==> src/rtl/iq_pkg.sv <==
package iq_pkg;
  localparam int ROUTE_W = 3;
  localparam int KIND_W  = 4;

  typedef enum logic [ROUTE_W-1:0] {
    RT_CTRL = 3'd0,
    RT_MEM  = 3'd1,
    RT_INT  = 3'd2,
    RT_FP   = 3'd3,
    RT_MISC = 3'd4
  } route_e;

  // fixed priority: control, memory, integer, floating-point, misc
  function automatic logic [ROUTE_W-1:0] pick_route(logic [KIND_W-1:0] kind);
    route_e r;
    if (kind[0])      r = RT_CTRL;
    else if (kind[1]) r = RT_MEM;
    else if (kind[2]) r = RT_INT;
    else if (kind[3]) r = RT_FP;
    else              r = RT_MISC;
    return r;
  endfunction
endpackage

==> src/rtl/iq_scoreboard.sv <==
module iq_scoreboard #(
  parameter int NUM_PREGS = 32,
  parameter int TAG_W     = 6
) (
  input  logic             clk_i,
  input  logic             rst_ni,
  input  logic             set_vld_i,
  input  logic [TAG_W-1:0] set_tag_i,
  input  logic             clr_vld_i,
  input  logic [TAG_W-1:0] clr_tag_i,
  input  logic [TAG_W-1:0] q0_tag_i,
  input  logic [TAG_W-1:0] q1_tag_i,
  output logic             q0_rdy_o,
  output logic             q1_rdy_o
);
  localparam int PREG_W = $clog2(NUM_PREGS);
  localparam logic [TAG_W-1:0] LIM = TAG_W'(NUM_PREGS);

  logic [NUM_PREGS-1:0] sb_q;

  logic set_in, clr_in;
  assign set_in = set_vld_i && (set_tag_i < LIM);
  assign clr_in = clr_vld_i && (clr_tag_i < LIM);

  for (genvar p = 0; p < NUM_PREGS; p++) begin : g_bit
    always_ff @(posedge clk_i or negedge rst_ni) begin
      if (!rst_ni) begin
        sb_q[p] <= 1'b0;
      end else if (clr_in && clr_tag_i[PREG_W-1:0] == PREG_W'(p)) begin
        sb_q[p] <= 1'b0;  // new producer wins over same-cycle completion
      end else if (set_in && set_tag_i[PREG_W-1:0] == PREG_W'(p)) begin
        sb_q[p] <= 1'b1;
      end
    end
  end

  // lookup with bypass of a broadcast in the same cycle
  assign q0_rdy_o = !(q0_tag_i < LIM) || sb_q[q0_tag_i[PREG_W-1:0]]
                    || (set_vld_i && set_tag_i == q0_tag_i);
  assign q1_rdy_o = !(q1_tag_i < LIM) || sb_q[q1_tag_i[PREG_W-1:0]]
                    || (set_vld_i && set_tag_i == q1_tag_i);
endmodule

==> src/rtl/iq_alloc.sv <==
module iq_alloc #(
  parameter int DEPTH = 8,
  parameter int CNT_W = 4
) (
  input  logic             clk_i,
  input  logic             rst_ni,
  input  logic [DEPTH-1:0] valid_i,
  input  logic             req_i,
  input  logic [DEPTH-1:0] freed_i,
  output logic [DEPTH-1:0] grant_o,
  output logic             ok_o,
  output logic             err_o,
  output logic [CNT_W-1:0] free_cnt_o
);
  logic [DEPTH-1:0] first;
  logic             any_free;
  logic [CNT_W-1:0] n_freed;
  logic [CNT_W-1:0] free_q;
  logic             err_q;

  always_comb begin
    first    = '0;
    any_free = 1'b0;
    for (int i = 0; i < DEPTH; i++) begin
      if (!valid_i[i] && !any_free) begin
        first[i] = 1'b1;
        any_free = 1'b1;
      end
    end
  end

  always_comb begin
    n_freed = '0;
    for (int i = 0; i < DEPTH; i++) n_freed = n_freed + CNT_W'(freed_i[i]);
  end

  assign ok_o    = req_i && any_free;
  assign grant_o = first & {DEPTH{ok_o}};

  always_ff @(posedge clk_i or negedge rst_ni) begin
    if (!rst_ni) begin
      free_q <= CNT_W'(DEPTH);
      err_q  <= 1'b0;
    end else begin
      free_q <= free_q - CNT_W'(ok_o) + n_freed;
      err_q  <= req_i && !any_free;
    end
  end

  assign free_cnt_o = free_q;
  assign err_o      = err_q;
endmodule

==> src/rtl/iq_entry.sv <==
module iq_entry #(
  parameter int SEQ_W = 16,
  parameter int TAG_W = 6
) (
  input  logic                       clk_i,
  input  logic                       rst_ni,
  input  logic                       alloc_i,
  input  logic [SEQ_W-1:0]           seq_i,
  input  logic [iq_pkg::ROUTE_W-1:0] route_i,
  input  logic [TAG_W-1:0]           s0_tag_i,
  input  logic                       s0_rdy_i,
  input  logic [TAG_W-1:0]           s1_tag_i,
  input  logic                       s1_rdy_i,
  input  logic                       wk_vld_i,
  input  logic [TAG_W-1:0]           wk_tag_i,
  input  logic                       iss_i,
  input  logic                       sq_vld_i,
  input  logic [SEQ_W-1:0]           sq_seq_i,
  output logic                       valid_o,
  output logic                       ready_o,
  output logic [iq_pkg::ROUTE_W-1:0] route_o,
  output logic                       freed_o
);
  logic                       valid_q, r0_q, r1_q;
  logic [SEQ_W-1:0]           seq_q;
  logic [TAG_W-1:0]           t0_q, t1_q;
  logic [iq_pkg::ROUTE_W-1:0] route_q;
  logic                       kill;

  assign kill = valid_q && (iss_i || (sq_vld_i && (seq_q > sq_seq_i)));

  always_ff @(posedge clk_i or negedge rst_ni) begin
    if (!rst_ni) begin
      valid_q <= 1'b0;
      r0_q    <= 1'b0;
      r1_q    <= 1'b0;
      seq_q   <= '0;
      t0_q    <= '0;
      t1_q    <= '0;
      route_q <= '0;
    end else if (alloc_i) begin
      valid_q <= 1'b1;
      seq_q   <= seq_i;
      route_q <= route_i;
      t0_q    <= s0_tag_i;
      t1_q    <= s1_tag_i;
      r0_q    <= s0_rdy_i;
      r1_q    <= s1_rdy_i;
    end else if (kill) begin
      valid_q <= 1'b0;
    end else if (valid_q && wk_vld_i) begin
      if (wk_tag_i == t0_q) r0_q <= 1'b1;
      if (wk_tag_i == t1_q) r1_q <= 1'b1;
    end
  end

  assign valid_o = valid_q;
  assign ready_o = valid_q && r0_q && r1_q;
  assign route_o = route_q;
  assign freed_o = kill;
endmodule

==> src/rtl/issue_queue.sv <==
module issue_queue
  import iq_pkg::*;
#(
  parameter int DEPTH        = 8,
  parameter int NUM_INT_PREGS = 16,
  parameter int NUM_FP_PREGS  = 16,
  parameter int TAG_W        = 6,
  parameter int SEQ_W        = 16,
  localparam int NUM_PREGS   = NUM_INT_PREGS + NUM_FP_PREGS,
  localparam int IDX_W       = $clog2(DEPTH),
  localparam int CNT_W       = $clog2(DEPTH + 1)
) (
  input  logic                       clk_i,
  input  logic                       rst_ni,
  input  logic                       ins_valid_i,
  input  logic [SEQ_W-1:0]           ins_seq_i,
  input  logic [KIND_W-1:0]          ins_kind_i,
  input  logic [TAG_W-1:0]           ins_src0_tag_i,
  input  logic                       ins_src0_rdy_i,
  input  logic [TAG_W-1:0]           ins_src1_tag_i,
  input  logic                       ins_src1_rdy_i,
  input  logic [TAG_W-1:0]           ins_dst_tag_i,
  input  logic                       wk_valid_i,
  input  logic [TAG_W-1:0]           wk_tag_i,
  input  logic                       sq_valid_i,
  input  logic [SEQ_W-1:0]           sq_seq_i,
  input  logic                       iss_valid_i,
  input  logic [IDX_W-1:0]           iss_idx_i,
  output logic [DEPTH-1:0]           valid_o,
  output logic [DEPTH-1:0]           ready_o,
  output logic [ROUTE_W*DEPTH-1:0]   route_o,
  output logic [CNT_W-1:0]           free_cnt_o,
  output logic                       ins_err_o
);
  logic [DEPTH-1:0]   grant, freed;
  logic               ins_ok;
  logic               sb0_rdy, sb1_rdy;
  logic               s0_rdy, s1_rdy;
  logic [ROUTE_W-1:0] ins_route;

  iq_alloc #(.DEPTH(DEPTH), .CNT_W(CNT_W)) u_alloc (
    .clk_i      (clk_i),
    .rst_ni     (rst_ni),
    .valid_i    (valid_o),
    .req_i      (ins_valid_i),
    .freed_i    (freed),
    .grant_o    (grant),
    .ok_o       (ins_ok),
    .err_o      (ins_err_o),
    .free_cnt_o (free_cnt_o)
  );

  iq_scoreboard #(.NUM_PREGS(NUM_PREGS), .TAG_W(TAG_W)) u_sb (
    .clk_i     (clk_i),
    .rst_ni    (rst_ni),
    .set_vld_i (wk_valid_i),
    .set_tag_i (wk_tag_i),
    .clr_vld_i (ins_ok),
    .clr_tag_i (ins_dst_tag_i),
    .q0_tag_i  (ins_src0_tag_i),
    .q1_tag_i  (ins_src1_tag_i),
    .q0_rdy_o  (sb0_rdy),
    .q1_rdy_o  (sb1_rdy)
  );

  assign s0_rdy    = ins_src0_rdy_i || sb0_rdy;
  assign s1_rdy    = ins_src1_rdy_i || sb1_rdy;
  assign ins_route = pick_route(ins_kind_i);

  for (genvar i = 0; i < DEPTH; i++) begin : g_ent
    iq_entry #(.SEQ_W(SEQ_W), .TAG_W(TAG_W)) u_ent (
      .clk_i    (clk_i),
      .rst_ni   (rst_ni),
      .alloc_i  (grant[i]),
      .seq_i    (ins_seq_i),
      .route_i  (ins_route),
      .s0_tag_i (ins_src0_tag_i),
      .s0_rdy_i (s0_rdy),
      .s1_tag_i (ins_src1_tag_i),
      .s1_rdy_i (s1_rdy),
      .wk_vld_i (wk_valid_i),
      .wk_tag_i (wk_tag_i),
      .iss_i    (iss_valid_i && iss_idx_i == IDX_W'(i)),
      .sq_vld_i (sq_valid_i),
      .sq_seq_i (sq_seq_i),
      .valid_o  (valid_o[i]),
      .ready_o  (ready_o[i]),
      .route_o  (route_o[i*ROUTE_W +: ROUTE_W]),
      .freed_o  (freed[i])
    );
  end
endmodule

==> config.mk <==
export PLATFORM = sky130hd
export DESIGN_NAME = issue_queue
export DESIGN_NICKNAME = d
export VERILOG_FILES = /design/src/rtl/iq_pkg.sv /design/src/rtl/iq_scoreboard.sv /design/src/rtl/iq_alloc.sv /design/src/rtl/iq_entry.sv /design/src/rtl/issue_queue.sv
export SDC_FILE = /design/constraint.sdc
export NUM_CORES = 1
export LEC_CHECK = 0
export BUFFER_PORTS_ARGS = -buffer_cell sky130_fd_sc_hd__buf_2
export CAP_MARGIN = 10
export CORE_ASPECT_RATIO = 0.8
export CORE_MARGIN = 4
export CORE_UTILIZATION = 60
export CTS_CLUSTER_SIZE = 24
export DETAILED_ROUTE_END_ITERATION = 10
export PLACE_DENSITY = 0.79
export SLEW_MARGIN = 20
export SYNTH_ARGS = -nofsm -noshare
export SYNTH_HDL_FRONTEND = slang
export SYNTH_SLANG_ARGS = --single-unit
==> constraint.sdc <==
create_clock -name clk_i -period 11.3 [get_ports clk_i]
set_clock_uncertainty 0.2 [all_clocks]
set_input_delay 0.565 -clock clk_i [delete_from_list [all_inputs] [get_ports clk_i]]
set_output_delay 0.565 -clock clk_i [all_outputs]
set_load 0.01 [all_outputs]
# Word-level counts from Yosys, hierarchy flattened
# Cells that the tools add are included.
[word_totals]
register_bits = 309
latchBits = 0
mem_bits_rw = 0
romBits = 0
inputBits = 71
output_inout_bits = 45
elab_cells = 614
memories = 0
[op_classes]
addsub = 9
mul = 0
div_mod_pow = 0
n_lt_le_gt_ge = 14
eq_ne = 95
n_shift = 0
muxes = 167
bitwise_logic = 1
n_reduce_logical = 238
[op_table]
columns = ["cell", "n"]
rows = [
  ["$mux 1", 161],
  ["$eq 5x5->1 const B", 32],
  ["$gt 16x16->1", 8],
  ["$reduce_bool 2->1", 64],
  ["$logic_and 1x1->1", 125],
  ["$eq 6x6->1", 18],
  ["$eq 5x4->1 const B", 16],
  ["$reduce_and 3->1", 16],
  ["$eq 5x3->1 const B", 8],
  ["$add 4x1->4", 6],
  ["$lt 6x6->1 const B", 4],
  ["$eq 5x2->1 const B", 4],
  ["$logic_not 1->1", 16],
  ["$ne 2x2->1 const B", 8],
  ["$logic_or 1x1->1", 14],
  ["$eq 3x3->1 const B", 4],
  ["$lt 5x6->1 const B", 2],
  ["$mux 3", 4],
  ["$bmux 1 s5", 2],
  ["$eq 5x1->1 const B", 2],
  ["$logic_not 5->1", 2],
  ["$and 8x8->8", 1],
  ["$eq 3x2->1 const B", 2],
  ["$add 4x4->4", 1],
  ["4 further kinds", 4],
]

# Logic depth before layout (Yosys ltp)
# Gate-level depths: netlist (run 1).
[logic_depth]
ltp_word = 25
depth_mapped = 20
mapped_depth_nobuf = 20

# Hierarchy
# A second synthesis (run 1) with hierarchy kept.
[unflattened]
cells_unflattened = 1529
hier_area_um2 = 17341.6
[modules_own_cells]
columns = ["module", "n_inst", "cells_each", "area_per_inst_um2", "seq_area_each_um2"]
rows = [
  ["iq_entry at g_ent[0].u_ent ...", 7, 151, 1814.2, 850.8],
  ["iq_scoreboard", 1, 231, 2104.5, 800.8],
  ["iq_entry at g_ent[2].u_ent", 1, 159, 1850.5, 850.8],
  ["iq_alloc", 1, 61, 566.8, 126.4],
  ["issue_queue", 1, 21, 120.1, 0.0],
]

# Worst setup path before layout (run 1)
# OpenSTA, ideal clock, no wires.
[synth_timing]
path_type = "input port to flip-flop"
from = "input port sq_seq_i[13]"
to = "register u_alloc.free_q[2] (netlist: u_alloc.free_cnt_o[2])"
setup_time_ps = 123
t_arrival_ps = 4317
required_ps = 10977
slack_ps = 6660
stages = 15
n_path_buf = 0
path_cell_list = "inv_1 -> ha_1 -> nand4_1 -> or4_1 -> a32oi_1 -> a41o_1 -> nor2_1 -> fa_1 -> inv_1 -> fa_1 -> fa_1 -> inv_1 -> ha_1 -> fa_1 -> xor2_1"
[synth_between]
elab_chain_cells = 12
word_cells_on_any_way = 40
classes_between = "add/sub (8); order compare (8); reduce/logical (24)"
[synth_rtl]
columns = ["element", "line_no", "rtl"]
rows = [
  ["start, declared", "issue_queue.sv:26", "input logic [SEQ_W-1:0] sq_seq_i,"],
  ["$gt 16x16->1", "iq_entry.sv:30", "assign kill = valid_q && (iss_i || (sq_vld_i && (seq_q > sq_seq_i)));"],
  ["$logic_and 1x1->1", "iq_entry.sv:30", ""],
  ["$logic_or 1x1->1", "iq_entry.sv:30", ""],
  ["$logic_and 1x1->1", "iq_entry.sv:30", ""],
  ["$add 1x1->2", "iq_alloc.sv:34", "for (int i = 0; i < DEPTH; i++) n_freed = n_freed + CNT_W'(freed_i[i]);"],
  ["$add 4x1->4 (5 in a row)", "iq_alloc.sv:34", ""],
  ["$add 4x1->4 (*)", "iq_alloc.sv:34", ""],
  ["$add 4x4->4 (*)", "iq_alloc.sv:45", "free_q <= free_q - CNT_W'(ok_o) + n_freed;"],
  ["end signal, assigned", "iq_alloc.sv:42", "free_q <= CNT_W'(DEPTH);"],
  ["end signal, assigned", "iq_alloc.sv:45", ""],
  ["end, declared", "iq_alloc.sv:18", "logic [CNT_W-1:0] free_q;"],
]
# Every way passes the cells marked *; elsewhere a longest branch is shown, timed or not.
# A chain may end at the register's enable or synchronous reset.

# Worst setup path after layout (run 1)
[layout_timing]
from = "register g_ent[3].u_ent.seq_q[13]"
to = "register u_alloc.free_q[2] (netlist: u_alloc.free_cnt_o[2])"
[layout_between]
elab_chain_cells = 10
[layout_rtl]
columns = ["element", "line_no", "rtl"]
rows = [
  ["start, declared", "iq_entry.sv:25", "logic [SEQ_W-1:0] seq_q;"],
  ["start signal, assigned", "iq_entry.sv:43", "seq_q <= seq_i;"],
  ["$gt 16x16->1", "iq_entry.sv:30", ""],
  ["$logic_and 1x1->1", "iq_entry.sv:30", ""],
  ["$logic_or 1x1->1", "iq_entry.sv:30", ""],
  ["$logic_and 1x1->1", "iq_entry.sv:30", ""],
  ["$add 4x1->4 (5 in a row)", "iq_alloc.sv:34", ""],
  ["$add 4x4->4", "iq_alloc.sv:45", ""],
]
# Every way passes these cells.

==> results of run 1 <==
==> cell type report <==
| cell class | count | share of cell area (%) |
|---|---|---|
| Clock inverter | 9 | 0.844 |
| Tap cell | 364 | 2.42 |
| Inverter | 48 | 0.957 |
| Multi-Input combinational cell | 1363 | 45.9 |
| Clock buffer | 47 | 5.03 |
| Sequential cell | 309 | 41.1 |
| Timing Repair Buffer | 131 | 3.76 |
==> worst paths after layout <==
path                            cells past startpoint  slack (ns)                         to                       from
worst max-delay path                               14        6.56      u_alloc.free_cnt_o[2]   g_ent[3].u_ent.seq_q[13]
worst min-delay path                                3        0.10    g_ent[2].u_ent.seq_q[8]               ins_seq_i[8]
worst max register to register                     14        6.56      u_alloc.free_cnt_o[2]   g_ent[3].u_ent.seq_q[13]
worst min register to register                      2        0.28  g_ent[1].u_ent.route_o[0]  g_ent[1].u_ent.route_o[0]
max in group asynchronous                           4        8.22   g_ent[1].u_ent.seq_q[11]                     rst_ni
min in group asynchronous                           2        0.39    g_ent[2].u_ent.seq_q[2]                     rst_ni
==> cells in the final DEF (no fill, tap or decap), drive strengths merged, types with 44 or more instances in the layout <==
master and n:
nand2 622, dfrtp 308, ha 137, buf 130, a21oi 112, xnor2 64, inv 48, o21ai 48
xor2 47, clkbuf 47, nand4 44
==> cells in the mapped netlist, types with 16 or more instances <==
library cell    n  share of area [%]
o21ai_0        47                1.4
nor3_1         19               0.56
a21oi_1       112                3.3
nor4_1         18               0.66
buf_4          16               0.70
clkbuf_1       85                1.9
inv_1          48                1.1
mux2_2         40                2.6
ha_1          137                 10
dfrtp_1       308                 45
nor2b_1        21               0.77
xor2_1         47                2.4
nand3_1        16               0.47
nor2_1         32               0.70
xnor2_1        64                3.3
nand4_1        44                1.6
nand2_1       622                 14
==> per-layer routing <==
metal / up-vias / GRT usage (%) / routed length (µm)
met5: - / 0 / 0
met4: 0 / 7.44 / 1260
met3: 101 / 8.69 / 5640
met2: 663 / 46.2 / 21600
met1: 6778 / 47.5 / 21300
li1: 6290 / - / -
==> sequential cells by signal, summed over array words and instances, names as in the netlist <==
name and count:
g_ent.u_ent.t0_q 48, g_ent.u_ent.r1_q 8, g_ent.u_ent.seq_q 128, g_ent.u_ent.t1_q 48, g_ent.u_ent.route_o 24, g_ent.u_ent.r0_q 8, u_alloc.err_o 1, u_sb.sb_q 32
g_ent.u_ent.valid_o 8, u_alloc.free_cnt_o 4
==> kinds of logic (layout without fill, tap and decap cells) <==
group,Yosys count,in the layout,synth area share [%]
buffers and inverters,171,235,4.37
adders and majority gates,142,142,10.6
DFF,309,309,45.3
AOI/OAI and AO/OA,239,239,8.55
muxes,63,63,5.63
xor gates and xnor gates,111,111,5.69
and+or+nand+nor,808,808,19.9
==> worst max-delay path, stage by stage (launching register included) <==
cell     delay (ns)
dfrtp_1        0.43
ha_1           0.32
nand4_1        0.20
or4_1          0.57
a32oi_1        0.16
a41o_1         0.20
nor2_1         0.10
fa_1           0.54
inv_1          0.06
fa_1           0.47
fa_1           0.56
inv_1          0.05
ha_1           0.22
fa_1           0.38
xor2_1         0.17
==> power breakdown <==
part	leakage [nW]	internal, mW	total, mW	switching (mW)
combinational	5.03	0.536	1.27	0.739
sequential	3.99	1.45	1.71	0.260
clock	0.540	0.666	1.11	0.448
==> reports/metrics.cfg, run 1 <==
[critical_path]
required_ns=11.55
cp_max_fo=4
worst_setup_path_start_kind=flip-flop
cp.arrival_ns=4.99
endpoint_kind=flip-flop
critical_path_class=flip-flop to flip-flop

[placement]
port_buffers=115
place_congestion=0.958
dp_cells=2214
place_ws_ns=6.05
dp_hpwl_um=34000
place_area_mm2=0.0177

[final_layout]
drive_above_1_share_pct=13.1
areaGrowthSynthToFinish_pct=10.2
fill_cells=2167
multi_input_area_mm2=0.00864
fin_nets=2096
regArea_mm2=0.00773
fin_util_pct=68.1
finalInstanceArea_mm2=0.0188
diodes=0
final_cells=2271

[floorplan]
io_pins=116
dieArea_mm2=0.0313
dieHeight_um=159
start_util_pct=61.8
core-area_mm2=0.0276
row_count=54
die_width_um=197

[synthesis]
ys_seq_area_share_pct=45.3
yosys.cell_types.count=65
postSynth.asyncResetShare_pct=100
syn_nets=2056
synth_area_mm2=0.0171
synth-edff-count=0
avgSynthCellArea_um2=9.27
synthCells=1843
yosysWarnings=0
synthFlopType=dfrtp_1
ys_ff_latch=309

[clock_network]
cts_htree_levels=1
worst_skew_pair.late_latency_ns=0.56
clkSinkCount=309
cts_tree=built
hold_buffers=1
clock-root-buffer=clkbuf_16
cts_setup_buffers=0
clkSlewWorstSetupHoldPaths_ns=0.07
ctsResizeCount=0
cts_buffers=30
clk_path_buf_depth=3

[timing]
timing.fmax_ghz=0.211
finalSetupTns_ns=0
fin_crit_sh_pct=41.9
slew_headroom_pct=24.8
rsz0062_at_grt=false
finalCriticalPeriod_ns=4.74
hold-worst-slack_ns=0.102
drv_slew=0
layout_setup_ws_ns=6.56
hold_viol_final=0
setup_viol=0
tightest_slew_ns=1.12

[grt]
antenna_found_initial=0
grt_pass1_wl_um=78100
grt_max_degree=99
grt_pass1_vias=13700
grt-ovfl-total=0
grt.total_usage_pct=31.6

[detailed_routing]
vias=13800
vias_per_cell=6.09
wl_per_cell_um=21.9
drt_iter0_markers=1593
dr.pass1.iters=5
drc=0
route.antenna.remaining_nets=0
wirelength_um=49800

[power]
leakage_nw=9.57
irDropWorstVdd_mv=0.147
pwr_density_cell_mw_per_mm2=218
power_mw=4.10

[worst_hold_path]
hold_class=input pin to flip-flop

[run]
timing.max_cap.violations=0

[outcome]
status=completed

(Power assumes the default switching activity.)
==> run 2: changes to the inputs <==
--- a/config.mk
+++ b/config.mk
@@ -9,10 +9,10 @@
 export CAP_MARGIN = 10
 export CORE_ASPECT_RATIO = 0.8
 export CORE_MARGIN = 4
-export CORE_UTILIZATION = 60
+export CORE_UTILIZATION = 55
 export CTS_CLUSTER_SIZE = 24
 export DETAILED_ROUTE_END_ITERATION = 10
-export PLACE_DENSITY = 0.79
+export PLACE_DENSITY = 0.76
 export SLEW_MARGIN = 20
 export SYNTH_ARGS = -nofsm -noshare
 export SYNTH_HDL_FRONTEND = slang
==> constraint.sdc (replaced) <==
create_clock -name clk_i -period 4.2 [get_ports clk_i]
set_clock_uncertainty 0.2 [all_clocks]
set_input_delay 0.21 -clock clk_i [delete_from_list [all_inputs] [get_ports clk_i]]
set_output_delay 0.21 -clock clk_i [all_outputs]
set_load 0.01 [all_outputs]
==> reports/metrics.cfg, run 2 (synthesis results as in run 1) <==
[floorplan]
core-area_mm2=0.0305  ; was 0.0276 mm²
row_count=57  ; was 54
die_width_um=205  ; was 197 µm
dieArea_mm2=0.0340  ; was 0.0313 mm²
start_util_pct=56.0  ; was 61.8%
io_pins=116  ; unchanged
dieHeight_um=166  ; was 159 µm

[detailed_routing]
wl_met1_um=22500  ; was 21,300 µm
drt_iter0_markers=1654  ; was 1,593
drc=0  ; unchanged
vias_per_cell=5.92  ; was 6.09
route.antenna.remaining_nets=0  ; unchanged
wirelength_um=51900  ; was 49,800 µm
dr_wl_met2_um=23000  ; was 21,600 µm
wl_per_cell_um=21.3  ; was 21.9 µm
dr_wl_met3_um=5390  ; was 5640 µm
dr.max_layer_used=met4  ; unchanged
dr.pass1.iters=6  ; was 5
vias=14400  ; was 13,800

[worst_hold_path]
min_to=g_ent[6].u_ent.valid_o  ; was g_ent[2].u_ent.seq_q[8]
hold_depth=3  ; unchanged
worstHoldStart=iss_valid_i  ; was ins_seq_i[8]
hold_class=input pin to flip-flop  ; unchanged

[clock_network]
clkSlewWorstSetupHoldPaths_ns=0.07  ; about the same
cts_htree_levels=1  ; unchanged
clkSinkCount=309  ; unchanged
clk_path_buf_depth=3  ; unchanged
cts_buffers=31  ; was 30
cts_tree=built  ; unchanged
clock-root-buffer=clkbuf_16  ; unchanged
worst_skew_pair.late_latency_ns=0.58  ; was 0.56 ns

[grt]
grt-ovfl-total=0  ; unchanged
grt_pass1_vias=14200  ; was 13,700
grt_pass1_wl_um=81500  ; was 78,100 µm
antenna_found_initial=1  ; was 0
grt.total_usage_pct=30.4  ; was 31.6%
grt_max_degree=91  ; was 99

[critical_path]
cp.arrival_ns=4.67  ; was 4.99 ns
r2r_end=u_alloc.free_cnt_o[2]  ; unchanged
worst_setup_path_start_kind=flip-flop  ; unchanged
rr_worst_depth=14  ; unchanged
r2r_slack_ns=-0.22  ; was 6.56 ns
endpoint_kind=flip-flop  ; unchanged
required_ns=4.45  ; was 11.55 ns
rr_startpoint=g_ent[3].u_ent.seq_q[9]  ; was g_ent[3].u_ent.seq_q[13]
cp_max_fo=2  ; was 4
critical_path_class=flip-flop to flip-flop  ; unchanged

[timing]
drv_slew=0  ; unchanged
setup_viol=3  ; was 0
timing.fmax_ghz=0.226  ; was 0.211 GHz
rsz0062_at_grt=true  ; was false
hold_viol_final=0  ; unchanged
finalCriticalPeriod_ns=4.42  ; was 4.74 ns
tightest_slew_ns=1.07  ; was 1.12 ns
slew_headroom_pct=28.5  ; was 24.8%
layout_setup_ws_ns=-0.220  ; was 6.56 ns
fin_crit_sh_pct=105  ; was 41.9%
finalSetupTns_ns=-0.549  ; was 0 ns
hold-worst-slack_ns=0.0200  ; was 0.102 ns

[placement]
dp_hpwl_um=35400  ; was 34,000 µm
place_ws_ns=-0.336  ; was 6.05 ns
dp_cells=2329  ; was 2,214
place_congestion=0.988  ; was 0.958
port_buffers=115  ; unchanged

[power]
leakage_nw=10.1  ; was 9.57 nW
switching_power_mw=3.98  ; was 1.45 mW
comb_power_share_pct=33.3  ; was 31.1%
p_int_mw=7.25  ; was 2.65 mW
switching_share_pct=35.4  ; was 35.3%
p_seq_share_pct=40.8  ; was 41.7%
irDropWorstVdd_mv=0.354  ; was 0.147 mV
power_mw=11.2  ; was 4.10 mW
p_clk_share_pct=25.9  ; was 27.2%
pwr_density_cell_mw_per_mm2=562  ; was 218 mW/mm²

[final_layout]
diodes=0  ; unchanged
top_register=g_ent.u_ent.seq_q  ; unchanged
largest_register_ffs=128  ; unchanged
layout_commonest_cell=nand2_1  ; unchanged
final_cell_mix=621 x nand2_1, 308 x dfrtp_1, 131 x ha_1  ; was 621 x nand2_1, 308 x dfrtp_1, 137 x ha_1
areaGrowthSynthToFinish_pct=17.1  ; was 10.2%
largestRegisters=g_ent.u_ent.seq_q (128), g_ent.u_ent.t0_q (48), g_ent.u_ent.t1_q (48)  ; unchanged
drive_above_1_share_pct=16.7  ; was 13.1%
final_cells=2438  ; was 2,271
fin_nets=2215  ; was 2,096

[run]
timing.max_cap.violations=0  ; unchanged

[outcome]
violations=setup timing
status=finished, violations left  ; was completed

-- run 2: worst max-delay path by stage --
stage,to,cells after the start,from,slack (ns)
after floorplan,u_alloc.free_cnt_o[3],15,g_ent[3].u_ent.seq_q[11],-0.02
after global placement,u_alloc.free_cnt_o[3],18,sq_seq_i[1],-0.28
after detailed placement,u_alloc.free_cnt_o[3],18,sq_seq_i[1],-0.34
after CTS,u_alloc.free_cnt_o[2],14,g_ent[3].u_ent.seq_q[15],-0.14
after global routing,u_alloc.free_cnt_o[2],14,g_ent[3].u_ent.seq_q[9],-0.31
final,u_alloc.free_cnt_o[2],14,g_ent[3].u_ent.seq_q[9],-0.22
-- run 2: worst max-delay path, stage by stage (launching register included) --
cell,delay (ns)
dfrtp_1,0.41
ha_4,0.28
nand4_1,0.18
or4_1,0.55
a32oi_1,0.19
a41o_1,0.17
nor2_2,0.05
fa_1,0.55
inv_2,0.04
fa_2,0.42
fa_1,0.49
inv_1,0.05
ha_2,0.20
fa_2,0.34
xor2_1,0.17
-- run 2: stage by stage --
stage	util [%]	cell area (µm²)
after detailed placement	60.0	18300
final	65.5	20000
after floorplan	-	17100
after global routing	65.5	20000
after CTS	65.4	20000
after global placement	60.0	18300
-- run 2: final cells by class --
type	count	area, µm²
clock buffer	42	887
clock inverter	14	176
fill	2475	10500
inverter	48	180
multi-input combinational	1363	8760
sequential	309	7730
tap	413	517
timing repair buffer	249	1740
-- run 2: per-layer routing --
layer	GRT usage, %	vias up
met1	46.1	7120
met3	5.59	91
met5	0	-
met2	45.9	704
met4	6.67	0
li1	-	6526
-- run 2: power groups by stage --
stage / clock [mW] / sequential (mW) / combinational [mW]
6_report: 2.91 / 4.58 / 3.74
5_1_grt: 3.09 / 4.66 / 4.16
4_1_cts: 2.94 / 4.55 / 3.69
3_5_place_dp: 0 / 4.58 / 3.56
3_3_place_gp: 0 / 4.54 / 3.41
2_1_floorplan: 0 / 4.42 / 2.44
-- run 2: repair_timing --
item                                    CTS  global route
gates resized for setup                   9             8
hold buffers                             49             0
pin swaps                                14             3
buffers inserted                          4             0
hold endpoints to repair                359             0
endpoints found under the setup margin    3             3
